===== src/rtl/dram_ref_pkg.sv =====
package dram_ref_pkg;

   typedef enum logic [1:0] {
      SQ_PAUSE,
      SQ_IDLE,
      SQ_REQ,
      SQ_CYC
   } seq_state_t;

   typedef enum logic [1:0] {
      PH_IDLE,
      PH_LEAD,
      PH_ACT,
      PH_PRE
   } cbr_phase_t;

endpackage


===== src/rtl/seq_count.sv =====
module seq_count #(
   parameter int LIMIT = 4
) (
   input  logic clk,
   input  logic rst_n,
   input  logic clr,
   input  logic en,
   output logic hit
);
   localparam int CW = (LIMIT > 1) ? $clog2(LIMIT) : 1;

   generate
      if (LIMIT < 1) begin : g_bad_limit
         $error("seq_count: LIMIT must be at least 1");
      end

      if (LIMIT == 1) begin : g_single
         assign hit = en && !clr;
      end else begin : g_counter
         logic [CW-1:0] cnt;

         assign hit = en && !clr && (cnt == CW'(LIMIT - 1));

         always_ff @(posedge clk) begin
            if (!rst_n || clr) begin
               cnt <= '0;
            end else if (en) begin
               cnt <= hit ? '0 : cnt + 1'b1;
            end
         end
      end
   endgenerate

endmodule


===== src/rtl/cbr_phase.sv =====
module cbr_phase
   import dram_ref_pkg::*;
#(
   parameter int LEAD_CLKS = 1,
   parameter int ACT_CLKS  = 3,
   parameter int PRE_CLKS  = 2
) (
   input  logic clk,
   input  logic rst_n,
   input  logic start,
   output logic ras_n,
   output logic cas_n,
   output logic done
);
   localparam int MAXL = (LEAD_CLKS > ACT_CLKS) ?
                         ((LEAD_CLKS > PRE_CLKS) ? LEAD_CLKS : PRE_CLKS) :
                         ((ACT_CLKS > PRE_CLKS) ? ACT_CLKS : PRE_CLKS);
   localparam int CW = $clog2(MAXL + 1);

   generate
      if (LEAD_CLKS < 1 || ACT_CLKS < 1 || PRE_CLKS < 1) begin : g_bad_len
         $error("cbr_phase: every phase needs at least one clock");
      end
   endgenerate

   cbr_phase_t    phase;
   logic [CW-1:0] cnt;
   int            cur_len;
   logic          last;

   always_comb begin
      case (phase)
         PH_LEAD: cur_len = LEAD_CLKS;
         PH_ACT:  cur_len = ACT_CLKS;
         default: cur_len = PRE_CLKS;
      endcase
   end

   assign last  = (cnt == CW'(cur_len - 1));
   assign cas_n = !((phase == PH_LEAD) || (phase == PH_ACT));
   assign ras_n = (phase != PH_ACT);
   assign done  = (phase == PH_PRE) && last;

   always_ff @(posedge clk) begin
      if (!rst_n) begin
         phase <= PH_IDLE;
         cnt   <= '0;
      end else begin
         case (phase)
            PH_IDLE: begin
               cnt <= '0;
               if (start) phase <= PH_LEAD;
            end
            PH_LEAD: begin
               cnt <= last ? '0 : cnt + 1'b1;
               if (last) phase <= PH_ACT;
            end
            PH_ACT: begin
               cnt <= last ? '0 : cnt + 1'b1;
               if (last) phase <= PH_PRE;
            end
            default: begin
               cnt <= last ? '0 : cnt + 1'b1;
               if (last) phase <= PH_IDLE;
            end
         endcase
      end
   end


   cas_first_chk: assert property (@(posedge clk) disable iff (!rst_n)
      $fell(ras_n) |-> (!cas_n && $past(!cas_n)));


   joint_release_chk: assert property (@(posedge clk) disable iff (!rst_n)
      $rose(ras_n) |-> $rose(cas_n));

endmodule


===== src/rtl/dram_refresh_seq.sv =====
module dram_refresh_seq
   import dram_ref_pkg::*;
#(
   parameter int PAUSE_CLKS   = 20000,
   parameter int WAKE_CYCLES  = 8,
   parameter int REF_INTERVAL = 1560,
   parameter int GRANT_LIMIT  = 200,
   parameter int LEAD_CLKS    = 1,
   parameter int ACT_CLKS     = 5,
   parameter int PRE_CLKS     = 3
) (
   input  logic clk,
   input  logic rst_n,
   input  logic ref_gnt,
   output logic ref_req,
   output logic ras_n,
   output logic cas_n,
   output logic mem_ready,
   output logic overdue
);
   localparam int CYC_CLKS = LEAD_CLKS + ACT_CLKS + PRE_CLKS;
   localparam int WW       = $clog2(WAKE_CYCLES + 1);

   generate
      if (WAKE_CYCLES < 1) begin : g_bad_wake
         $error("dram_refresh_seq: WAKE_CYCLES must be at least 1");
      end
      if (REF_INTERVAL <= GRANT_LIMIT + CYC_CLKS + 1) begin : g_bad_interval
         $error("dram_refresh_seq: REF_INTERVAL too short for grant wait and cycle");
      end
   endgenerate

   seq_state_t    state;
   logic [WW-1:0] wake_left;
   logic          pending;
   logic          start;
   logic          pause_hit;
   logic          tick;
   logic          wait_hit;
   logic          cyc_done;

   assign ref_req = (state == SQ_REQ);
   assign start   = ref_req && ref_gnt;

   seq_count #(.LIMIT(PAUSE_CLKS)) i_pause (
      .clk(clk), .rst_n(rst_n), .clr(1'b0),
      .en(state == SQ_PAUSE), .hit(pause_hit)
   );

   seq_count #(.LIMIT(REF_INTERVAL)) i_interval (
      .clk(clk), .rst_n(rst_n), .clr(!mem_ready),
      .en(1'b1), .hit(tick)
   );

   seq_count #(.LIMIT(GRANT_LIMIT)) i_wait (
      .clk(clk), .rst_n(rst_n), .clr(!ref_req || ref_gnt),
      .en(1'b1), .hit(wait_hit)
   );

   cbr_phase #(
      .LEAD_CLKS(LEAD_CLKS), .ACT_CLKS(ACT_CLKS), .PRE_CLKS(PRE_CLKS)
   ) i_phase (
      .clk(clk), .rst_n(rst_n), .start(start),
      .ras_n(ras_n), .cas_n(cas_n), .done(cyc_done)
   );

   always_ff @(posedge clk) begin
      if (!rst_n) begin
         state     <= SQ_PAUSE;
         wake_left <= '0;
         mem_ready <= 1'b0;
         overdue   <= 1'b0;
         pending   <= 1'b0;
      end else begin
         if (tick) begin
            pending <= 1'b1;
         end else if (start || !mem_ready) begin
            pending <= 1'b0;
         end

         case (state)
            SQ_PAUSE: begin
               if (pause_hit) begin
                  state     <= SQ_REQ;
                  wake_left <= WW'(WAKE_CYCLES);
               end
            end
            SQ_IDLE: begin
               if (pending) state <= SQ_REQ;
            end
            SQ_REQ: begin
               if (ref_gnt) begin
                  state <= SQ_CYC;
               end else if (wait_hit) begin
                  overdue   <= 1'b1;
                  mem_ready <= 1'b0;
                  wake_left <= WW'(WAKE_CYCLES);
               end
            end
            default: begin
               if (cyc_done) begin
                  if (wake_left == WW'(1)) begin
                     wake_left <= '0;
                     mem_ready <= 1'b1;
                     state     <= SQ_IDLE;
                  end else if (wake_left != '0) begin
                     wake_left <= wake_left - 1'b1;
                     state     <= SQ_REQ;
                  end else begin
                     state <= SQ_IDLE;
                  end
               end
            end
         endcase
      end
   end


   quiet_pause_chk: assert property (@(posedge clk) disable iff (!rst_n)
      (state == SQ_PAUSE) |-> (ras_n && cas_n && !ref_req));


   no_req_in_cycle_chk: assert property (@(posedge clk) disable iff (!rst_n)
      (!ras_n || !cas_n) |-> !ref_req);


   strobes_idle_chk: assert property (@(posedge clk) disable iff (!rst_n)
      (state == SQ_IDLE || state == SQ_REQ) |-> (ras_n && cas_n));


   ready_after_cycle_chk: assert property (@(posedge clk) disable iff (!rst_n)
      $rose(mem_ready) |-> $past(cyc_done));


   overdue_sticky_chk: assert property (@(posedge clk) disable iff (!rst_n)
      overdue |=> overdue);


   ready_drop_chk: assert property (@(posedge clk) disable iff (!rst_n)
      $rose(overdue) |-> (!mem_ready && ref_req));

endmodule


===== config.mk =====
export PLATFORM = sky130hd
export DESIGN_NAME = dram_refresh_seq
export DESIGN_NICKNAME = d
export VERILOG_FILES = /design/src/rtl/dram_ref_pkg.sv /design/src/rtl/seq_count.sv /design/src/rtl/cbr_phase.sv /design/src/rtl/dram_refresh_seq.sv
export SDC_FILE = /design/constraint.sdc
export NUM_CORES = 1
export LEC_CHECK = 0
export BUFFER_PORTS_ARGS = -buffer_cell sky130_fd_sc_hd__buf_2
export CAP_MARGIN = 0
export CORE_AREA = 4 4 67 69
export DETAILED_ROUTE_END_ITERATION = 12
export DIE_AREA = 0 0 71 73
export GPL_TIMING_DRIVEN = 0
export PLACE_DENSITY = 0.75
export SETUP_SLACK_MARGIN = 0.15
export SLEW_MARGIN = 10
export SYNTH_ARGS = -nofsm -noshare
export SYNTH_HDL_FRONTEND = slang
export SYNTH_SLANG_ARGS = --single-unit

===== constraint.sdc =====
create_clock -name clk -period 6.3 [get_ports clk]
set_clock_uncertainty 0.05 [all_clocks]
set_input_delay 0.63 -clock clk [delete_from_list [all_inputs] [get_ports clk]]
set_output_delay 0.63 -clock clk [all_outputs]
set_load 0.05 [all_outputs]

; Yosys cells after proc, flatten, opt, wreduce, memory -nomap -nowiden
; Cells that the tools add are included.
[classes]
add_sub_neg = 6
n_eq_ne = 19
mux = 28
bitwise_logic = 4
n_reduce_logical = 34
[op_table]
columns = cell, n
row1 = two-way mux 4 bit, 6
row2 = two-way mux 2 bit, 10
row3 = "adder 15 x 1 -> 15 bit, second input constant", 1
row4 = "equality test 15 bit, second input constant", 1
row5 = two-way mux 15 bit, 1
row6 = "!= test 2 bit, second input constant", 6
row7 = one-hot mux 2 bit (3 select lines), 2
row8 = one-hot mux 4 bit (3 select lines), 1
row9 = nonzero test 4 bit, 3
row10 = "adder 11 x 1 -> 11 bit, second input constant", 1
row11 = "equality test 11 bit, second input constant", 1
row12 = "adder 8 x 1 -> 8 bit, second input constant", 1
row13 = "equality test 8 bit, second input constant", 1
row14 = AND reduction 4 bit, 2
row15 = nonzero test 2 bit, 4
row16 = "equality test 2 bit, second input constant", 3
row17 = two-way mux 1 bit, 6
row18 = "!= test 2 x 1 -> 1 bit, second input constant", 3
row19 = one-hot mux 3 bit (2 select lines), 1
row20 = AND reduction 6 bit, 1
row21 = OR reduction 2 bit, 3
row22 = logical AND 1 bit, 5
row23 = zero test 1 bit, 5
row24 = logical OR 1 bit, 5
row25 = 13 further kinds, 18
[totals]
regBits = 48
inputBits = 3
out_inout_bits = 5
word_cells = 101

; Depth between registers and ports, before layout
[logic_depth]
ltp_word = 8
mapped_depth = 8
ltp_nobuf = 7

; By module
; A second synthesis with hierarchy kept.
[unflattened]
cells_unflattened = 284
hier_area_um2 = 2491.1
[modules_own_cells]
columns = mod, instances, cells_each, area_per_inst_um2, seq_area_each_um2
row1 = seq_count at i_pause, 1, 80, 701.9, 300.3
row2 = dram_refresh_seq, 1, 71, 548.0, 180.2
row3 = seq_count at i_interval, 1, 57, 534.3, 220.2
row4 = seq_count at i_wait, 1, 41, 391.6, 160.2
row5 = cbr_phase, 1, 35, 315.3, 100.1

; Worst setup path before layout
; Ideal clock, no wire load.
[synth_path]
path_kind = register to register
start = register i_phase.phase[0]
end = register i_phase.phase[0]
setup_ns = 0.070
arrival_time_ns = 1.946
t_required_ns = 6.180
setup_slack_ns = 4.234
path_stages_with_launch = 8
path_buffers = 0
period_less_slack_ns = 2.066
path_cell_list = dfxtp_1 -> inv_1 -> ha_1 -> xnor2_1 -> or3_4 -> a22o_1 -> or3_1 -> a21boi_1
[synth_between]
elab_chain_cells = 6
elab_cells_between_ends = 12
classes_between = add/sub (1) / eq/ne (6) / mux (2) / reduce/logical (3)
[synth_rtl]
columns = element, line_no
row1 = start: declaration, cbr_phase.sv:26  ; cbr_phase_t phase;
row2 = start signal: assignment, cbr_phase.sv:46  ; phase <= PH_IDLE;
row3 = start signal: assignment, cbr_phase.sv:52  ; if (start) phase <= PH_LEAD;
row4 = start signal: assignment, cbr_phase.sv:56  ; if (last) phase <= PH_ACT;
row5 = equality test 2 bit / equality test 2 x 1 -> 1 bit (equally long branches), "cbr_phase.sv:32, cbr_phase.sv:49"
row6 = one-hot mux 3 bit (2 select lines), cbr_phase.sv:32  ; case (phase)
row7 = subtractor 3 x 1 -> 3 bit, cbr_phase.sv:39  ; assign last = (cnt == CW'(cur_len - 1));
row8 = equality test 3 bit, cbr_phase.sv:39
row9 = != test 2 x 1 -> 1 bit (no source line) / nonzero test 2 bit (equally long branches), n/a
row10 = AND reduction 4 bit (no source line), n/a
; Several ways; a longest one is shown, not always the timed one.
; A chain may end at the register's enable or synchronous reset.

; Worst setup path in the final report
[layout_path]
start = register i_phase.phase[0]
end = register wake_left[0]
[layout_between]
elab_chain_cells = 7
elab_cells_between_ends = 9
classes_between = add/sub (1) / eq/ne (4) / mux (1) / reduce/logical (3)
[layout_rtl]
columns = element, line_no
row1 = equality test 2 bit / equality test 2 x 1 -> 1 bit (equally long branches), cbr_phase.sv:32
row2 = one-hot mux 3 bit (2 select lines), cbr_phase.sv:32
row3 = subtractor 3 x 1 -> 3 bit, cbr_phase.sv:39
row4 = equality test 3 bit, cbr_phase.sv:39
row5 = logical AND 1 bit (*), cbr_phase.sv:42  ; assign done = (phase == PH_PRE) && last;
row6 = nonzero test 3 bit (no source line) (*), n/a
row7 = AND reduction 6 bit (no source line) (*), n/a
row8 = end signal: assignment, dram_refresh_seq.sv:85  ; wake_left <= WW'(WAKE_CYCLES);
row9 = end signal: assignment, dram_refresh_seq.sv:97  ; wake_left <= WW'(WAKE_CYCLES);
row10 = end signal: assignment, dram_refresh_seq.sv:107  ; wake_left <= wake_left - 1'b1;
row11 = end: declaration, dram_refresh_seq.sv:34  ; logic [WW-1:0] wake_left;
; Every way passes the cells marked *; elsewhere a longest branch is shown, timed or not.

==> run summary <==
status - finished clean
Mapped Cells - 257
largest net degree at the start of global routing - 14
Fmax - 433 MHz
Mean Syn Cell Area - 8.74 µm²
Global Route Usage Sum - 0.169
Slew Limit Headroom - 0.555
H-tree depth - 2
Yosys top cell area share - 0.428
Die ar. - 5180 µm²
Critical Path End - wake_left[0]
reg-to-reg slack, setup - 3.99 ns
core outline area - 3910 µm²
Critical R2R Capture - wake_left[0]
post-synthesis async set-or-reset flop share - 0
first-pass GRT wire length - 7050 µm
clock buffer depth - 2
number of setup buffers added after CTS - 0
RR Startpoint - i_phase.phase[0]
Yosys warnings - 0
DRT Pass-1 Iters - 4
Distinct cells, synth - 37
cell accounting for the most synthesized area - dfxtp_1
Seq/Total Area, Yosys - 0.428
Finished Layout Cells - 322
die width - 71 µm
Post-CTS Resized - 0
CTS root buf - clkbuf_8
DRC - 0
Syn Nets - 272
clk slew on worst S/H paths - 0.08 ns
Hold Path Class - flop to flop
Routability Congestion - 0.833
drt wl/cell - 12.3 µm
CTS tree - yes
max-slew violation count - 0
Slowest cell on crit path - dfxtp_1
CP Capture Type - flop
final setup fails - 0
Worst Path Arrival - 2.45 ns
Synth Cell Area - 2250 µm²
fin crit period - 2.31 ns
GRT overflow - 0
initial antenna violation count - 0
# diodes - 0
nets@finish - 286
TritonCTS Buffers - 5
max incr delay on CP - 0.43 ns
Req. time, crit path - 6.44 ns
post-route ant nets - 0
share of layout cells above drive strength 1 - 0.0772
Die H - 73 µm
CP Launch Type - flop
number of port buffers - 7
final hold vios - 0
worst-skew pair later-pin latency - 0.30 ns
hpwl dp - 2780 µm
clock tree sinks - 48
Detailed Route WL - 3950 µm
actual slew at the worst max-slew pin - 0.662 ns
setup TNS - 0 ns
vias in the first global route - 1652
Initial Util - 0.574
RSZ-0062 raised after global routing - no
Post-synth top cells - 48 x dfxtp_1, 38 x nor2_1, 19 x nand3_1, 19 x xor2_1, 16 x nand2_1
Power Density - 232 nW/µm²
Iter 0 DRT Violations - 44
synth top area cells - dfxtp_1 43%, xor2_1 7.4%, ha_1 6.7%
count leader, synth - dfxtp_1
Ports - 8
Hold Buf Count CTS - 0
critical path cell sequence - inv_1 > ha_1 > xnor2_1 > or3_4 > o21ai_0 > nand3_1 > a31o_2
Max VDD drop - 171 µV
CP Class - flop to flop
Synth Register Bits - 48
Pleak - 0.935 nW
Area growth, synth to finish - 8.36%
R2R depth - 7
Main synth FF type - dfxtp_1
Post-synth EDFFs - 0
crit-path max FO - 5
row count - 23
Worst Setup SP - i_phase.phase[0]
period utilisation layout - 0.366
placed insts - 314
via/cell ratio - 5.35
via count - 1722
Max-Cap Viols - 0
==> critical path: cells and delay by family, from the launching register on <==
family | cells | cell delay (ns)
AND/OR/NAND/NOR | 2 | 0.58
XOR/XNOR | 1 | 0.17
adder cells (fa/ha/maj) | 1 | 0.33
flip-flops | 1 | 0.43
buffers and inverters | 1 | 0.09
AO/OA/AOI/OAI | 2 | 0.55
==> metal layers <==
layer  routed length, µm  global-route usage  share of wire  up-vias
li1                    -                   -              -      908
met1                1960               0.203           0.50      791
met2                1810               0.294           0.46       17
met3                 119              0.0413          0.030        6
met4                  62              0.0626          0.016        0
met5                   0                   0              0        -
==> metrics by stage <==
| stage | power (W) | instance area [µm²] | hold WS (ns) | worst slack, ns | utilization |
|---|---|---|---|---|---|
| CTS | 0.000571 | 2430 | 0.398 | 3.99 | 0.622 |
| detailed placement | 0.000385 | 2340 | 0.382 | 4.02 | 0.599 |
| global route | 0.000588 | 2430 | 0.424 | 3.87 | 0.622 |
| global placement | 0.000384 | 2340 | 0.374 | 4.07 | 0.599 |
| floorplan | 0.000371 | 2250 | 0.363 | 4.23 | - |
| finish | 0.000564 | 2430 | 0.390 | 3.99 | 0.622 |
==> layout make-up <==
| cell class | count | area, µm² |
|---|---|---|
| buffer | 6 | 26.3 |
| clock buffer | 8 | 90.1 |
| fill | 348 | 1480 |
| inverter | 13 | 48.8 |
| multi-input combinational | 190 | 1210 |
| sequential | 48 | 961 |
| tap | 50 | 62.6 |
| timing repair buffer | 7 | 35.0 |
==> state kept, by name (all words and copies together) (netlist names) <==
register,cells
i_phase.phase,2
i_interval.g_counter.cnt,11
overdue,1
wake_left,4
state,2
i_wait.g_counter.cnt,8
pending,1
i_phase.cnt,3
i_pause.g_counter.cnt,15
mem_ready,1
==> cell families (layout without fill, tap and decap cells) <==
family	after synthesis	after routing	share of synthesized area
and+or+nand+nor	121	121	0.277
DFF	48	48	0.428
xor gates and xnor gates	29	29	0.113
AOI/OAI and AO/OA	26	26	0.0730
buffers and inverters	19	34	0.0334
adders and majority gates	12	12	0.0669
muxes	2	2	0.00891
==> layout by cell type, fill, tap and decap left out, types with 2 or more instances in the layout <==
master	n
nor3_1	5
and3_1	12
mux2i_1	2
clkbuf_1	5
dfxtp_1	48
nor3b_1	2
a21oi_1	4
ha_1	12
xnor2_1	10
nor4b_1	3
nor2_1	38
xor2_1	19
inv_1	13
o21ai_1	3
nand2_1	16
nand4_1	8
nand3_1	19
or3_1	3
buf_2	10
clkbuf_8	6
nand2b_1	2
and2_1	7
o21ai_0	10
==> worst min path at each step <==
stage                                             end  slack [ns]  cells past startpoint                        start
final                         i_wait.g_counter.cnt[0]        0.39                      1      i_wait.g_counter.cnt[0]
after global placement    i_interval.g_counter.cnt[0]        0.37                      1  i_interval.g_counter.cnt[0]
after CTS                     i_wait.g_counter.cnt[0]        0.40                      1      i_wait.g_counter.cnt[0]
after detailed placement      i_wait.g_counter.cnt[0]        0.38                      1      i_wait.g_counter.cnt[0]
after global routing          i_wait.g_counter.cnt[0]        0.42                      1      i_wait.g_counter.cnt[0]
after floorplan               i_wait.g_counter.cnt[0]        0.36                      1      i_wait.g_counter.cnt[0]
==> report_power, final <==
part           leakage, nW  internal (W)  switching [W]
sequential           0.387      0.000309     0.00000676
clock               0.0455     0.0000896      0.0000957
combinational        0.502     0.0000239      0.0000391
total                0.935      0.000422       0.000142
No activity file was read; power rests on OpenSTA's default activity.
